[config.mk]
export PLATFORM = sky130hd
export DESIGN_NAME = axis_key_pwm
export DESIGN_NICKNAME = d
export VERILOG_FILES = /design/src/rtl/akp_pkg.sv /design/src/rtl/akp_tick_gen.sv /design/src/rtl/akp_axis_decode.sv /design/src/rtl/akp_event_sched.sv /design/src/rtl/axis_key_pwm.sv
export SDC_FILE = /design/constraint.sdc
export NUM_CORES = 1
export LEC_CHECK = 0
export BUFFER_PORTS_ARGS = -buffer_cell sky130_fd_sc_hd__buf_2
export CAP_MARGIN = 20
export CORE_MARGIN = 4
export CORE_UTILIZATION = 60
export CTS_CLUSTER_DIAMETER = 60
export CTS_CLUSTER_SIZE = 14
export DETAILED_ROUTE_END_ITERATION = 12
export GPL_ROUTABILITY_DRIVEN = 0
export HOLD_SLACK_MARGIN = 0.15
export PLACE_DENSITY = 0.85
export SETUP_SLACK_MARGIN = 0.4
export SLEW_MARGIN = 30
export SYNTH_ARGS = -nofsm -noshare
export SYNTH_HDL_FRONTEND = slang
export SYNTH_HIERARCHICAL = 1
export SYNTH_SLANG_ARGS = --single-unit
[constraint.sdc]
create_clock -name clk -period 2.96 [get_ports clk]
set_input_delay 0.444 -clock clk [delete_from_list [all_inputs] [get_ports clk]]
set_output_delay 0.444 -clock clk [all_outputs]
set_load 0.02 [all_outputs]
[src/rtl/akp_pkg.sv]
package akp_pkg;
   localparam logic [7:0] KC_KP8     = 8'h75;
   localparam logic [7:0] KC_KP2     = 8'h72;
   localparam logic [7:0] KC_KP4     = 8'h6B;
   localparam logic [7:0] KC_KP6     = 8'h74;
   localparam logic [7:0] KC_RELEASE = 8'hF0;

   localparam int MAG_W     = 3;
   localparam int SLOTS_PER = (1 << MAG_W) - 1;

   typedef logic [MAG_W-1:0] mag_t;
   typedef enum logic [1:0] {EV_MAKE, EV_PREFIX, EV_BREAK} ev_kind_t;
endpackage

[src/rtl/akp_tick_gen.sv]
module akp_tick_gen #(
   parameter int TICK_CYC = 4
) (
   input  logic clk,
   input  logic rst_n,
   input  logic clr,
   output logic tick
);
   localparam int DIV_W = (TICK_CYC > 1) ? $clog2(TICK_CYC) : 1;

   generate
      if (TICK_CYC < 1) begin : g_bad
         $error("TICK_CYC must be at least 1");
      end
      if (TICK_CYC == 1) begin : g_unit
         assign tick = 1'b1;
      end else begin : g_div
         logic [DIV_W-1:0] div_q;
         always_ff @(posedge clk) begin
            if (!rst_n || clr)
               div_q <= '0;
            else if (div_q == DIV_W'(TICK_CYC - 1))
               div_q <= '0;
            else
               div_q <= div_q + 1'b1;
         end
         assign tick = (div_q == DIV_W'(TICK_CYC - 1));


         tick_spacing_chk: assert property (@(posedge clk) disable iff (!rst_n)
            tick |=> !tick);
      end
   endgenerate
endmodule

[src/rtl/akp_axis_decode.sv]
module akp_axis_decode
   import akp_pkg::*;
#(
   parameter int         SMP_W    = 8,
   parameter bit         FOLD_NEG = 1'b1,
   parameter logic [7:0] POS_KEY  = KC_KP8,
   parameter logic [7:0] NEG_KEY  = KC_KP2
) (
   input  logic [SMP_W-1:0] smp,
   output logic [7:0]       key,
   output mag_t             mag
);
   localparam int TOP = SMP_W - 1;
   localparam int MHI = SMP_W - 2;

   logic [SMP_W-1:0] folded;

   generate
      if (SMP_W < MAG_W + 1) begin : g_bad
         $error("SMP_W too narrow for a sign bit plus magnitude");
      end
      if (FOLD_NEG) begin : g_fold
         assign folded = smp[TOP] ? smp : ~smp;
      end else begin : g_raw
         assign folded = smp;
      end
   endgenerate

   assign key = smp[TOP] ? POS_KEY : NEG_KEY;
   assign mag = folded[MHI -: MAG_W];
endmodule

[src/rtl/akp_event_sched.sv]
module akp_event_sched
   import akp_pkg::*;
#(
   parameter int         SLOT_TICKS = 32,
   parameter int         GAP_TICKS  = 4,
   parameter logic [7:0] BRK_CODE   = KC_RELEASE
) (
   input  logic       clk,
   input  logic       rst_n,
   input  logic       start,
   input  logic [7:0] key_i,
   input  mag_t       mag_i,
   input  logic       tick,
   input  logic       tx_ready,
   output logic       busy,
   output logic       tx_req,
   output logic [7:0] tx_byte
);
   localparam int END_STD = SLOTS_PER * SLOT_TICKS;
   localparam int END_MAX = END_STD + 2 * GAP_TICKS;
   localparam int PT_W    = $clog2(END_MAX + 1);
   localparam int IX_W    = $clog2(SLOTS_PER + 3);

   logic            run_q, pend_q;
   logic [PT_W-1:0] ptick_q, evt_t, end_t;
   logic [IX_W-1:0] idx_q, n_ev;
   logic [7:0]      key_q, code;
   mag_t            mag_q;
   ev_kind_t        kind;
   logic            due, fin;

   always_comb begin
      n_ev = (mag_q == '0) ? '0 : IX_W'(mag_q) + IX_W'(2);
      if (idx_q < IX_W'(mag_q)) begin
         kind  = EV_MAKE;
         evt_t = PT_W'(int'(idx_q) * SLOT_TICKS);
      end else if (idx_q == IX_W'(mag_q)) begin
         kind  = EV_PREFIX;
         evt_t = PT_W'(int'(mag_q) * SLOT_TICKS);
      end else begin
         kind  = EV_BREAK;
         evt_t = PT_W'(int'(mag_q) * SLOT_TICKS + GAP_TICKS);
      end
      end_t = (mag_q == mag_t'(SLOTS_PER)) ? PT_W'(END_MAX) : PT_W'(END_STD);
      code  = (kind == EV_PREFIX) ? BRK_CODE : key_q;
      due   = run_q && !pend_q && (idx_q < n_ev) && (ptick_q == evt_t);
      fin   = run_q && !pend_q && (idx_q == n_ev) && (ptick_q == end_t);
   end

   always_ff @(posedge clk) begin
      if (!rst_n) begin
         run_q   <= 1'b0;
         pend_q  <= 1'b0;
         ptick_q <= '0;
         idx_q   <= '0;
         key_q   <= '0;
         mag_q   <= '0;
         tx_req  <= 1'b0;
         tx_byte <= '0;
      end else begin
         tx_req <= 1'b0;
         if (start && !run_q) begin
            run_q   <= 1'b1;
            key_q   <= key_i;
            mag_q   <= mag_i;
            ptick_q <= '0;
            idx_q   <= '0;
            pend_q  <= 1'b0;
         end else if (run_q) begin
            if (tick && ptick_q != end_t)
               ptick_q <= ptick_q + 1'b1;
            if (due) begin
               pend_q  <= 1'b1;
               tx_byte <= code;
               idx_q   <= idx_q + 1'b1;
            end else if (pend_q && tx_ready) begin
               tx_req <= 1'b1;
               pend_q <= 1'b0;
            end
            if (fin)
               run_q <= 1'b0;
         end
      end
   end

   assign busy = run_q;


   req_after_ready_chk: assert property (@(posedge clk) disable iff (!rst_n)
      tx_req |-> $past(tx_ready));

   req_single_cycle_chk: assert property (@(posedge clk) disable iff (!rst_n)
      tx_req |=> !tx_req);

   byte_hold_chk: assert property (@(posedge clk) disable iff (!rst_n)
      pend_q |=> $stable(tx_byte));

   latch_frozen_chk: assert property (@(posedge clk) disable iff (!rst_n)
      run_q |=> ($stable(key_q) && $stable(mag_q)));

   zero_mag_quiet_chk: assert property (@(posedge clk) disable iff (!rst_n)
      (run_q && mag_q == '0) |-> (!tx_req && !pend_q));
endmodule

[src/rtl/axis_key_pwm.sv]
module axis_key_pwm
   import akp_pkg::*;
#(
   parameter int         CLK_KHZ    = 125000,
   parameter int         TICK_US    = 500,
   parameter int         SLOT_TICKS = 32,
   parameter int         GAP_TICKS  = 4,
   parameter logic [7:0] POS_KEY    = KC_KP8,
   parameter logic [7:0] NEG_KEY    = KC_KP2
) (
   input  logic       clk,
   input  logic       rst_n,
   input  logic       smp_valid,
   input  logic [7:0] smp_data,
   output logic       smp_ready,
   input  logic       tx_ready,
   output logic       tx_req,
   output logic [7:0] tx_byte
);
   localparam int TICK_CYC = (CLK_KHZ * TICK_US) / 1000;

   generate
      if (GAP_TICKS < 1) begin : g_gap_bad
         $error("GAP_TICKS must be at least 1");
      end
      if (SLOT_TICKS < 2 * GAP_TICKS) begin : g_slot_bad
         $error("SLOT_TICKS must cover two byte gaps");
      end
   endgenerate

   logic       busy, accept, tick;
   logic [7:0] dec_key;
   mag_t       dec_mag;

   assign smp_ready = !busy;
   assign accept    = smp_valid && !busy;

   akp_tick_gen #(.TICK_CYC(TICK_CYC)) u_tick (
      .clk   (clk),
      .rst_n (rst_n),
      .clr   (accept),
      .tick  (tick)
   );

   akp_axis_decode #(
      .SMP_W    (8),
      .FOLD_NEG (1'b1),
      .POS_KEY  (POS_KEY),
      .NEG_KEY  (NEG_KEY)
   ) u_dec (
      .smp (smp_data),
      .key (dec_key),
      .mag (dec_mag)
   );

   akp_event_sched #(
      .SLOT_TICKS (SLOT_TICKS),
      .GAP_TICKS  (GAP_TICKS),
      .BRK_CODE   (KC_RELEASE)
   ) u_sched (
      .clk      (clk),
      .rst_n    (rst_n),
      .start    (accept),
      .key_i    (dec_key),
      .mag_i    (dec_mag),
      .tick     (tick),
      .tx_ready (tx_ready),
      .busy     (busy),
      .tx_req   (tx_req),
      .tx_byte  (tx_byte)
   );


   take_only_idle_chk: assert property (@(posedge clk) disable iff (!rst_n)
      (smp_valid && smp_ready) |=> !smp_ready);
endmodule

==> impl_metrics.py, run 1 <==
metrics = {
    "outcome": {
        "status": "complete, no violations",
    },
    "min_path": {
        "hold_class": "in -> reg",
        "min_from": "tx_ready",
    },
    "worst_setup_path": {
        "cp.required_ns": 3.20,
        "crit_end": "u_sched/idx_q[2]",
        "worstSetupEndpointType": "flop",
        "rr_startpoint": "u_sched/mag_q[2]",
        "crit-reg2reg-capture": "u_sched/idx_q[2]",
        "rr_worst_depth": 7,
        "path_max_fanout": 7,
        "critPathLaunch": "u_sched/mag_q[2]",
        "r2r_setup_slack_ns": 0.69,
        "crit_arrival_ns": 2.51,
        "crit_type": "reg -> reg",
        "worstSetupStartpointType": "flop",
    },
    "cells_and_area": {
        "nFillCells": 356,
        "n_antenna_cell": 0,
        "drive_above_1_share_pct": 12.5,
        "final_common_cell": "dfxtp_1",
        "design_area_um2": 2750,
        "utilization_pct": 67.3,
        "area_growth_pct": 5.72,
        "nNetsFinal": 335,
        "most-common-layout-cells": "dfxtp_1 (50), nand2_1 (43), nor2_1 (28), xnor2_1 (25), nand3_1 (18)",
    },
    "timing": {
        "rsz0062_at_grt": "no",
        "final.min_clock_period_ns": 2.27,
        "max_freq_mhz": 441,
        "skew_ns": 0.00814,
        "fin_crit_sh_pct": 76.6,
        "hold_viol_final": 0,
        "fin_tns_setup_ns": 0,
        "drv_slew": 0,
        "setup_viol": 0,
        "worstMarginPinSlew_ns": 0.851,
        "fin_ws_ns": 0.691,
        "timing.slew.headroom_pct": 43.2,
    },
    "synthesis": {
        "synth-main-ff-cell": "dfxtp_1",
        "synthAdderAreaFrac_pct": 6.25,
        "yosysSeqAreaShare_pct": 38.5,
        "avgSynthCellArea_um2": 8.67,
        "ys_ff_latch": 50,
        "yosys.area_share.simple_pct": 24.7,
        "synthesis.instances": 300,
        "synth-edff-count": 0,
        "synth.distinct_cells": 47,
        "synthArstFlopShare_pct": 0,
        "synth_area_um2": 2600,
        "synth.area.mux_share_pct": 4.81,
        "synth_top_family_by_area": "simple AND/OR/NAND/NOR gates",
        "yosysWarnings": 6,
        "synth_xor_area_share_pct": 10.1,
        "synth_compound_area_share_pct": 9.09,
    },
    "clock_tree": {
        "htree_num_levels": 2,
        "clkTransAtPathRegs_ns": 0.09,
        "cts_num_sinks": 50,
        "cts_tree": "done",
        "cts_root_buf": "clkbuf_8",
        "postCtsResizedCells": 0,
        "cts_hold_buf": 0,
        "cts_setup_buffers": 0,
        "cts_max_path_buffers": 2,
        "clock_latency_ns": 0.30,
        "cts_buffers": 5,
    },
    "grt": {
        "grt.overflow.total": 0,
        "grt_pass1_wl_um": 8420,
        "grt_pass1_vias": 1947,
        "grt_start_max_net_pins": 36,
        "grt_antenna_before_repair": 0,
        "grt_use_total_pct": 19.7,
    },
    "place": {
        "port_buffers": 17,
        "place_area_um2": 2660,
        "dp_slack_ns": 0.711,
        "dpl.hpwl_um": 3430,
    },
    "route": {
        "num_vias": 1971,
        "finalWirelength_um": 4800,
        "routed_via_density": 5.46,
        "drtAntennaViolNets": 0,
        "drtPass1Iterations": 4,
        "wl_per_cell_um": 13.3,
        "first_iter_violations": 75,
        "drc": 0,
    },
    "floorplanning": {
        "ios": 22,
        "fp-row-count": 23,
        "die-area_um2": 5460,
        "dieHeight_um": 73.9,
        "die_x_um": 73.9,
        "start_util_pct": 63.7,
        "coreArea_um2": 4090,
    },
    "run": {
        "cap_violations": 0,
    },
    "power_and_ir_drop": {
        "p_per_area_nw_per_um2": 461,
        "peakVddDrop_uv": 344,
        "power_leakage_nw": 1.08,
    },
}
==> worst min path at each step <==
stage	end	cells after the start
after floorplan	u_sched/tx_req	2
after global placement	u_sched/tx_byte[1]	2
after detailed placement	u_sched/tx_byte[4]	2
after CTS	u_sched/tx_req	3
after global routing	u_sched/tx_req	3
final	u_sched/tx_req	3
==> through the flow <==
stage / instances / hold slack [ns] / total power [mW]
2_1_floorplan: 303 / 0.432 / 0.851
3_3_place_gp: 353 / 0.444 / 0.875
3_5_place_dp: 353 / 0.449 / 0.881
4_1_cts: 361 / 0.382 / 1.28
5_1_grt: 361 / 0.406 / 1.33
6_report: 361 / 0.390 / 1.27
==> flip-flops by register name, indices dropped and copies added, names as in the netlist <==
signal,cells
u_sched/pend_q,1
u_sched/tx_req,1
u_sched/mag_q,3
u_sched/tx_byte,8
u_sched/ptick_q,8
u_sched/key_q,8
u_sched/busy,1
u_sched/idx_q,4
u_tick/g_div.div_q,16
==> per-layer routing <==
layer	track usage (%)	vias to the layer above	wire length (µm)
met3	4.51	4	132
met2	34.7	21	2410
li1	-	1016	-
met5	0	-	0
met1	23.2	930	2210
met4	7.04	0	49
==> cells in the mapped netlist, drive strengths merged (3+ instances only) <==
cell,count,area share [%]
o21ai,7,1.3
a211oi,3,1.1
nand3,18,3.5
nor2b,4,0.96
nor3,5,0.96
dfxtp,50,38
inv,15,2.2
nor4,4,0.96
nand4,4,1.8
xor2,5,1.7
mux2i,11,4.2
buf,9,2.9
clkbuf,9,1.3
xnor2,25,8.4
a21oi,5,1.1
a21boi,11,3.2
nor2,31,4.8
ha,13,6.3
nand2,43,6.2
==> area by class of cell <==
cell class                 instances  area (µm²)  share of cell area, %
tap                               50        62.6                   2.27
inverter                          15        56.3                   2.05
clock buffer                       7        86.3                   3.14
clock inverter                     1        5.00                  0.182
timing repair buffer              18        92.6                   3.37
sequential                        50        1000                   36.4
multi-input combinational        220        1450                   52.6
==> worst max-delay path, cell delays in order, from the launching register on <==
cell,delay [ns]
dfxtp_1,0.46
inv_1,0.08
ha_1,0.32
a211oi_2,0.25
nand2_1,0.13
mux2_4,0.35
or4_4,0.49
a21oi_2,0.13
==> cells by family (layout without fill, tap and decap cells) <==
group                      Yosys count  in the layout
muxes                               12             12
AOI/OAI and AO/OA                   34             34
xor gates and xnor gates            30             30
adders and majority gates           13             13
buffers and inverters               33             41
DFF                                 50             50
and+or+nand+nor                    126            126
other                                2              5
==> where the power goes <==
part,switching (mW),total (mW),internal (mW)
clock,0.213,0.402,0.189
sequential,0.0176,0.708,0.690
combinational,0.0950,0.157,0.0623
total,0.326,1.27,0.942
No activity file was read; power rests on OpenSTA's default activity.
==> inputs of run 2 (changes only) <==
Clock period 2.96 ns to 2.3 ns, I/O delays scaled along.
==> run 2 against run 1 <==
Fmax rose by 7.4%. Clock skew up 0.0045 ns. Combinational power grew 45%. Critical path type unchanged. Register-to-register slack lost 0.50 ns.
==> impl_metrics.py, run 2 (synthesis results as in run 1) <==
metrics = {
    "cells_and_area": {
        "nFillCells": 313,
        "drive_above_1_share_pct": 21.3,
        "most-common-layout-cells": "dfxtp_1 (44), nand2_1 (43), nor2_1 (27), xnor2_1 (25), nand3_1 (18)",
        "area_growth_pct": 12.5,
        "largest_register_ffs": 16,
        "utilization_pct": 71.7,
        "n_antenna_cell": 0,
        "final_common_cell": "dfxtp_1",
        "nNetsFinal": 344,
        "top_register": "u_tick/g_div.div_q",
    },
    "route": {
        "drc": 0,
        "drtAntennaViolNets": 0,
        "drtPass1Iterations": 4,
        "first_iter_violations": 127,
        "wl_per_cell_um": 13.8,
        "routed_via_density": 5.55,
        "num_vias": 2053,
        "finalWirelength_um": 5100,
    },
    "worst_setup_path": {
        "critical-path-max-stage-delay_ns": 0.48,
        "crit_arrival_ns": 2.35,
        "cp.required_ns": 2.54,
        "worstSetupStartpointType": "flop",
        "crit_type": "reg -> reg",
        "critPathLaunch": "u_sched/mag_q[1]",
        "rr_startpoint": "u_sched/mag_q[1]",
        "path_max_fanout": 6,
        "cp_cell_sequence": "inv_1 > ha_1 > and4b_2 > o2111ai_1 > mux2_4 > or4_4 > a21oi_2",
        "crit_slowest_cell": "or4_4",
        "worstSetupEndpointType": "flop",
    },
    "place": {
        "dpl.hpwl_um": 3520,
        "port_buffers": 17,
        "dp_slack_ns": 0.194,
    },
    "power_and_ir_drop": {
        "peakVddDrop_uv": 431,
        "power_leakage_nw": 1.12,
        "p_per_area_nw_per_um2": 576,
        "fin_total_pwr_mw": 1.69,
    },
    "timing": {
        "fin_ws_ns": 0.188,
        "holdWs_ns": 0.287,
        "drv_slew": 0,
        "hold_viol_final": 0,
        "max_freq_mhz": 473,
        "final.min_clock_period_ns": 2.11,
        "fin_tns_setup_ns": 0,
        "rsz0062_at_grt": "yes",
        "setup_viol": 0,
        "fin_crit_sh_pct": 91.8,
        "skew_ns": 0.0126,
    },
    "floorplanning": {
        "fp-row-count": 23,
        "start_util_pct": 63.7,
        "coreArea_um2": 4090,
        "die-area_um2": 5460,
        "dieHeight_um": 73.9,
        "ios": 22,
        "die_x_um": 73.9,
    },
    "run": {
        "cap_violations": 0,
    },
    "outcome": {
        "status": "complete, no violations",
    },
    "min_path": {
        "min_from": "tx_ready",
        "hold_class": "in -> reg",
    },
    "clock_tree": {
        "cts_buffers": 5,
        "clock_latency_ns": 0.31,
        "clkTransAtPathRegs_ns": 0.09,
        "htree_num_levels": 2,
        "cts_num_sinks": 50,
        "cts_max_path_buffers": 2,
        "cts_tree": "done",
        "cts_root_buf": "clkbuf_8",
    },
    "grt": {
        "grt.overflow.total": 0,
        "grt_use_total_pct": 20.6,
        "grt_pass1_vias": 1940,
        "grt_antenna_before_repair": 0,
        "grt_pass1_wl_um": 8780,
        "grt_start_max_net_pins": 34,
    },
}
-- run 2: cell count changes in the layout (fill, tap and decap cells not counted), moves of 2 or more --
cell / before / now
dfxtp_4: 0 / 3
ha_1: 13 / 8
ha_2: 0 / 2
buf_4: 1 / 10
ha_4: 0 / 3
dfxtp_2: 0 / 3
dfxtp_1: 50 / 44
-- run 2: worst max-delay path: cells and delay by family, from the launching register on --
kind                     cells  cell delay, ns
flip-flops                   1            0.40
multiplexers                 1            0.30
AND/OR/NAND/NOR              2            0.74
buffers and inverters        1            0.07
adder cells (fa/ha/maj)      1            0.29
AO/OA/AOI/OAI                2            0.24
-- run 2: power by group --
| part | switching (mW) | internal [mW] | total, mW |
|---|---|---|---|
| registers | 0.0240 | 0.889 | 0.913 |
| logic | 0.132 | 0.0955 | 0.227 |
| clock network | 0.300 | 0.248 | 0.548 |
| total | 0.456 | 1.23 | 1.69 |
-- run 2: final cells by class --
cell class | instances | area (µm²) | area share (%)
Tap cell | 50 | 62.6 | 2.14
Sequential cell | 50 | 1020 | 34.7
Multi-Input combinational cell | 220 | 1540 | 52.4
Timing Repair Buffer | 27 | 160 | 5.47
Inverter | 15 | 56.3 | 1.92
Clock inverter | 2 | 16.3 | 0.555
Clock buffer | 6 | 82.6 | 2.82
-- run 2: per-stage QoR --
step	area (µm²)	cells
floorplan	2670	303
detailed placement	2740	357
global placement	2740	357
global route	2930	370
finish	2930	370
CTS	2880	367
-- run 2: repair_timing --
item	CTS	global route
gates resized for setup	6	7
setup buffers	2	3
pin swaps	2	2
setup endpoints to repair	18	21
hold buffers	0	0
-- run 2: metal layers --
metal,track usage [%],part of all wire (%)
met5,0,0
met3,4.24,4.2
met4,9.05,1.7
met2,33.7,49
met1,26.0,45
-- run 2: final timing paths --
check | end | slack (ns) | cells past startpoint
max reg2reg | u_sched/idx_q[2] | 0.19 | 7
min reg2reg | u_tick/g_div.div_q[0] | 0.45 | 1
min | u_sched/tx_req | 0.29 | 3
max | u_sched/idx_q[2] | 0.19 | 7
==> inputs of run 3 (changes only) <==
Settings changed: CORE_UTILIZATION 60 to 58, PLACE_DENSITY 0.85 to 0.79, SYNTH_HIERARCHICAL 1 to unset.
==> run 3 against run 2 <==
Cell count down 7.8%. Register-to-register slack better by 0.13 ns. Clock skew down 0.0097 ns. First-iteration DRC count up 60%.
==> impl_metrics.py, run 3 <==
metrics = {
    "outcome": {
        "status": "complete, no violations",
    },
    "synthesis": {
        "synth-edff-count": 0,
        "synth_top_family_by_area": "simple AND/OR/NAND/NOR gates",
        "synth.area.mux_share_pct": 4.13,
        "synth.distinct_cells": 41,
        "synthAdderAreaFrac_pct": 6.88,
        "synthArstFlopShare_pct": 0,
        "synth_common_cells": "dfxtp_1 (41), nand2_1 (36), nor2_1 (29)",
        "synth.top_cell.area_share_pct": 37.6,
        "synthesis.instances": 259,
        "syn_nets": 283,
        "synth_top_area_cell": "dfxtp_1",
        "synth_area_um2": 2180,
        "synth_compound_area_share_pct": 7.52,
        "synth-main-ff-cell": "dfxtp_1",
        "yosysMostFrequentCell": "dfxtp_1",
        "ys_ff_latch": 41,
        "yosysSeqAreaShare_pct": 37.6,
        "yosysWarnings": 0,
        "synth_xor_area_share_pct": 11.2,
        "yosys.area_share.simple_pct": 27.8,
        "ys_top_cells_by_area": "dfxtp_1 (38%), ha_1 (6.9%), nand2_1 (6.2%)",
        "avgSynthCellArea_um2": 8.42,
    },
    "worst_setup_path": {
        "crit_arrival_ns": 2.21,
        "r2r_setup_slack_ns": 0.31,
        "path_buf_inv": 2,
        "path_delay_family": "flip-flops",
        "crit_slowest_cell": "dfxtp_4",
        "path_max_fanout": 7,
        "crit_type": "reg -> reg",
        "crit_top_cell": "ha_4",
        "rr_startpoint": "u_sched.mag_q[2]",
        "cp.required_ns": 2.52,
        "rr_worst_depth": 9,
        "cp_cell_sequence": "ha_4 > inv_2 > ha_4 > a211oi_2 > and3_4 > nand3_2 > o22ai_4 > buf_12 > mux2i_1",
        "critical-path-max-stage-delay_ns": 0.38,
        "worstSetupEndpointType": "flop",
        "crit-reg2reg-capture": "u_sched.idx_q[0]",
        "worstSetupStartpointType": "flop",
    },
    "floorplanning": {
        "die_x_um": 69.3,
        "fp-row-count": 22,
        "dieHeight_um": 69.3,
        "coreArea_um2": 3660,
        "ios": 22,
        "die-area_um2": 4810,
        "start_util_pct": 59.6,
    },
    "clock_tree": {
        "cts_num_sinks": 41,
        "clock_latency_ns": 0.29,
        "cts_root_buf": "clkbuf_8",
        "cts_hold_buf": 0,
        "cts_max_path_buffers": 2,
        "htree_num_levels": 2,
        "clkTransAtPathRegs_ns": 0.07,
        "cts_buffers": 5,
        "cts_tree": "done",
    },
    "power_and_ir_drop": {
        "p_sw_share_pct": 29.9,
        "p_int_mw": 1.09,
        "peakVddDrop_uv": 428,
        "pwr-share-comb_pct": 23.0,
        "p_clk_share_pct": 28.2,
        "p_seq_share_pct": 48.8,
        "power_leakage_nw": 1.03,
        "fin_total_pwr_mw": 1.55,
        "p_per_area_nw_per_um2": 568,
        "switchingPower_uw": 463,
    },
    "timing": {
        "drv_slew": 0,
        "skew_ns": 0.00286,
        "rsz0062_at_grt": "yes",
        "worstMarginPinSlew_ns": 0.558,
        "final.min_clock_period_ns": 1.99,
        "fin_crit_sh_pct": 86.3,
        "hold_viol_final": 0,
        "max_freq_mhz": 504,
        "timing.slew.headroom_pct": 62.4,
        "setup_viol": 0,
        "fin_tns_setup_ns": 0,
    },
    "cells_and_area": {
        "n_antenna_cell": 0,
        "most-common-layout-cells": "nand2_1 (35), dfxtp_1 (30), nor2_1 (29), buf_4 (23), buf_2 (16)",
        "largest_register_ffs": 16,
        "multi_input_area_um2": 1430,
        "area_growth_pct": 25.1,
        "nNetsFinal": 318,
        "seq_area_um2": 847,
        "design_area_um2": 2730,
        "drive_above_1_share_pct": 29.4,
        "top_register": "u_tick.g_div.div_q",
        "nFillCells": 241,
        "final_common_cell": "nand2_1",
        "reg.largest.list": "u_tick.g_div.div_q: 16 flops, u_sched.ptick_q: 8 flops",
    },
    "grt": {
        "grt_use_total_pct": 21.9,
        "grt.overflow.total": 0,
        "grt_antenna_before_repair": 0,
        "grt_pass1_wl_um": 8600,
        "grt_start_max_net_pins": 16,
        "grt_pass1_vias": 1820,
    },
    "route": {
        "num_vias": 1970,
        "first_iter_violations": 203,
        "finalWirelength_um": 5610,
        "wl_per_cell_um": 16.5,
        "routed_via_density": 5.78,
        "drtAntennaViolNets": 0,
        "drtPass1Iterations": 4,
        "drc": 0,
    },
    "min_path": {
        "holdPathEnd": "u_sched.tx_req",
        "hold_class": "in -> reg",
        "min_from": "tx_ready",
        "hold_depth": 3,
    },
    "place": {
        "place_area_um2": 2350,
        "dpl.hpwl_um": 3210,
        "port_buffers": 16,
    },
    "run": {
        "cap_violations": 0,
    },
}
run 3: layout make-up:
cell class | instances | share of cell area [%]
well taps | 48 | 2.20
inverters | 11 | 1.61
clock buffers | 5 | 2.52
flip-flops and latches | 41 | 31.1
repair buffers | 40 | 10.0
multi-input cells | 195 | 52.4
clock inverters | 1 | 0.183
run 3: worst register-to-register path, stage by stage (launching register included):
cell	delay, ns
dfxtp_4	0.38
ha_4	0.16
inv_2	0.07
ha_4	0.20
a211oi_2	0.23
and3_4	0.25
nand3_2	0.13
o22ai_4	0.15
buf_12	0.15
mux2i_1	0.18
run 3: kinds of logic (layout without fill, tap and decap cells):
| group | Yosys count | in the layout |
|---|---|---|
| buffers and inverters | 23 | 57 |
| AOI/OAI and AO/OA | 25 | 25 |
| xor gates and xnor gates | 28 | 28 |
| other | 1 | 1 |
| DFF | 41 | 41 |
| adders and majority gates | 12 | 12 |
| muxes | 9 | 9 |
| and+or+nand+nor | 120 | 120 |
run 3: power groups by stage:
stage	sequential, mW	combinational (mW)	clock, mW
2_1_floorplan	0.773	0.189	0
3_3_place_gp	0.772	0.247	0
3_5_place_dp	0.772	0.253	0
4_1_cts	0.753	0.312	0.447
5_1_grt	0.757	0.383	0.485
6_report	0.756	0.357	0.436
run 3: through the flow:
step / worst slack [ns] / util (%) / std cells / hold slack [ns]
2_1_floorplan: 0.389 / - / 259 / 0.418
3_3_place_gp: 0.192 / 64.1 / 318 / 0.436
3_5_place_dp: 0.128 / 64.1 / 318 / 0.441
4_1_cts: 0.357 / 71.4 / 337 / 0.291
5_1_grt: 0.239 / 74.5 / 341 / 0.293
6_report: 0.314 / 74.5 / 341 / 0.291
run 3: timing repair:
action / in CTS / in global routing
endpoints found under the hold margin: 0 / 0
endpoints found under the setup margin: 12 / 15
resized for setup: 21 / 21
pin swaps: 14 / 12
buffers inserted: 13 / 4
run 3: layer usage:
metal / track usage [%] / up-vias / part of all wire [%]
li1: - / 947 / -
met1: 29.2 / 950 / 44
met2: 33.6 / 58 / 48
met3: 5.22 / 15 / 5.0
met4: 9.76 / 0 / 2.7
met5: 0 / - / 0
run 3: how the worst max path moves through the flow:
stage                                 from                  to  slack (ns)  cells after the start
floorplan                 u_sched.mag_q[2]    u_sched.idx_q[0]        0.39                      8
global placement          u_sched.mag_q[1]    u_sched.idx_q[1]        0.19                      8
detailed placement        u_sched.mag_q[2]  u_sched.tx_byte[6]        0.13                      7
CTS                 u_tick.g_div.div_q[11]  u_sched.ptick_q[2]        0.36                      5
global route              u_sched.mag_q[2]  u_sched.tx_byte[1]        0.24                      9
finish                    u_sched.mag_q[2]    u_sched.idx_q[0]        0.31                      9
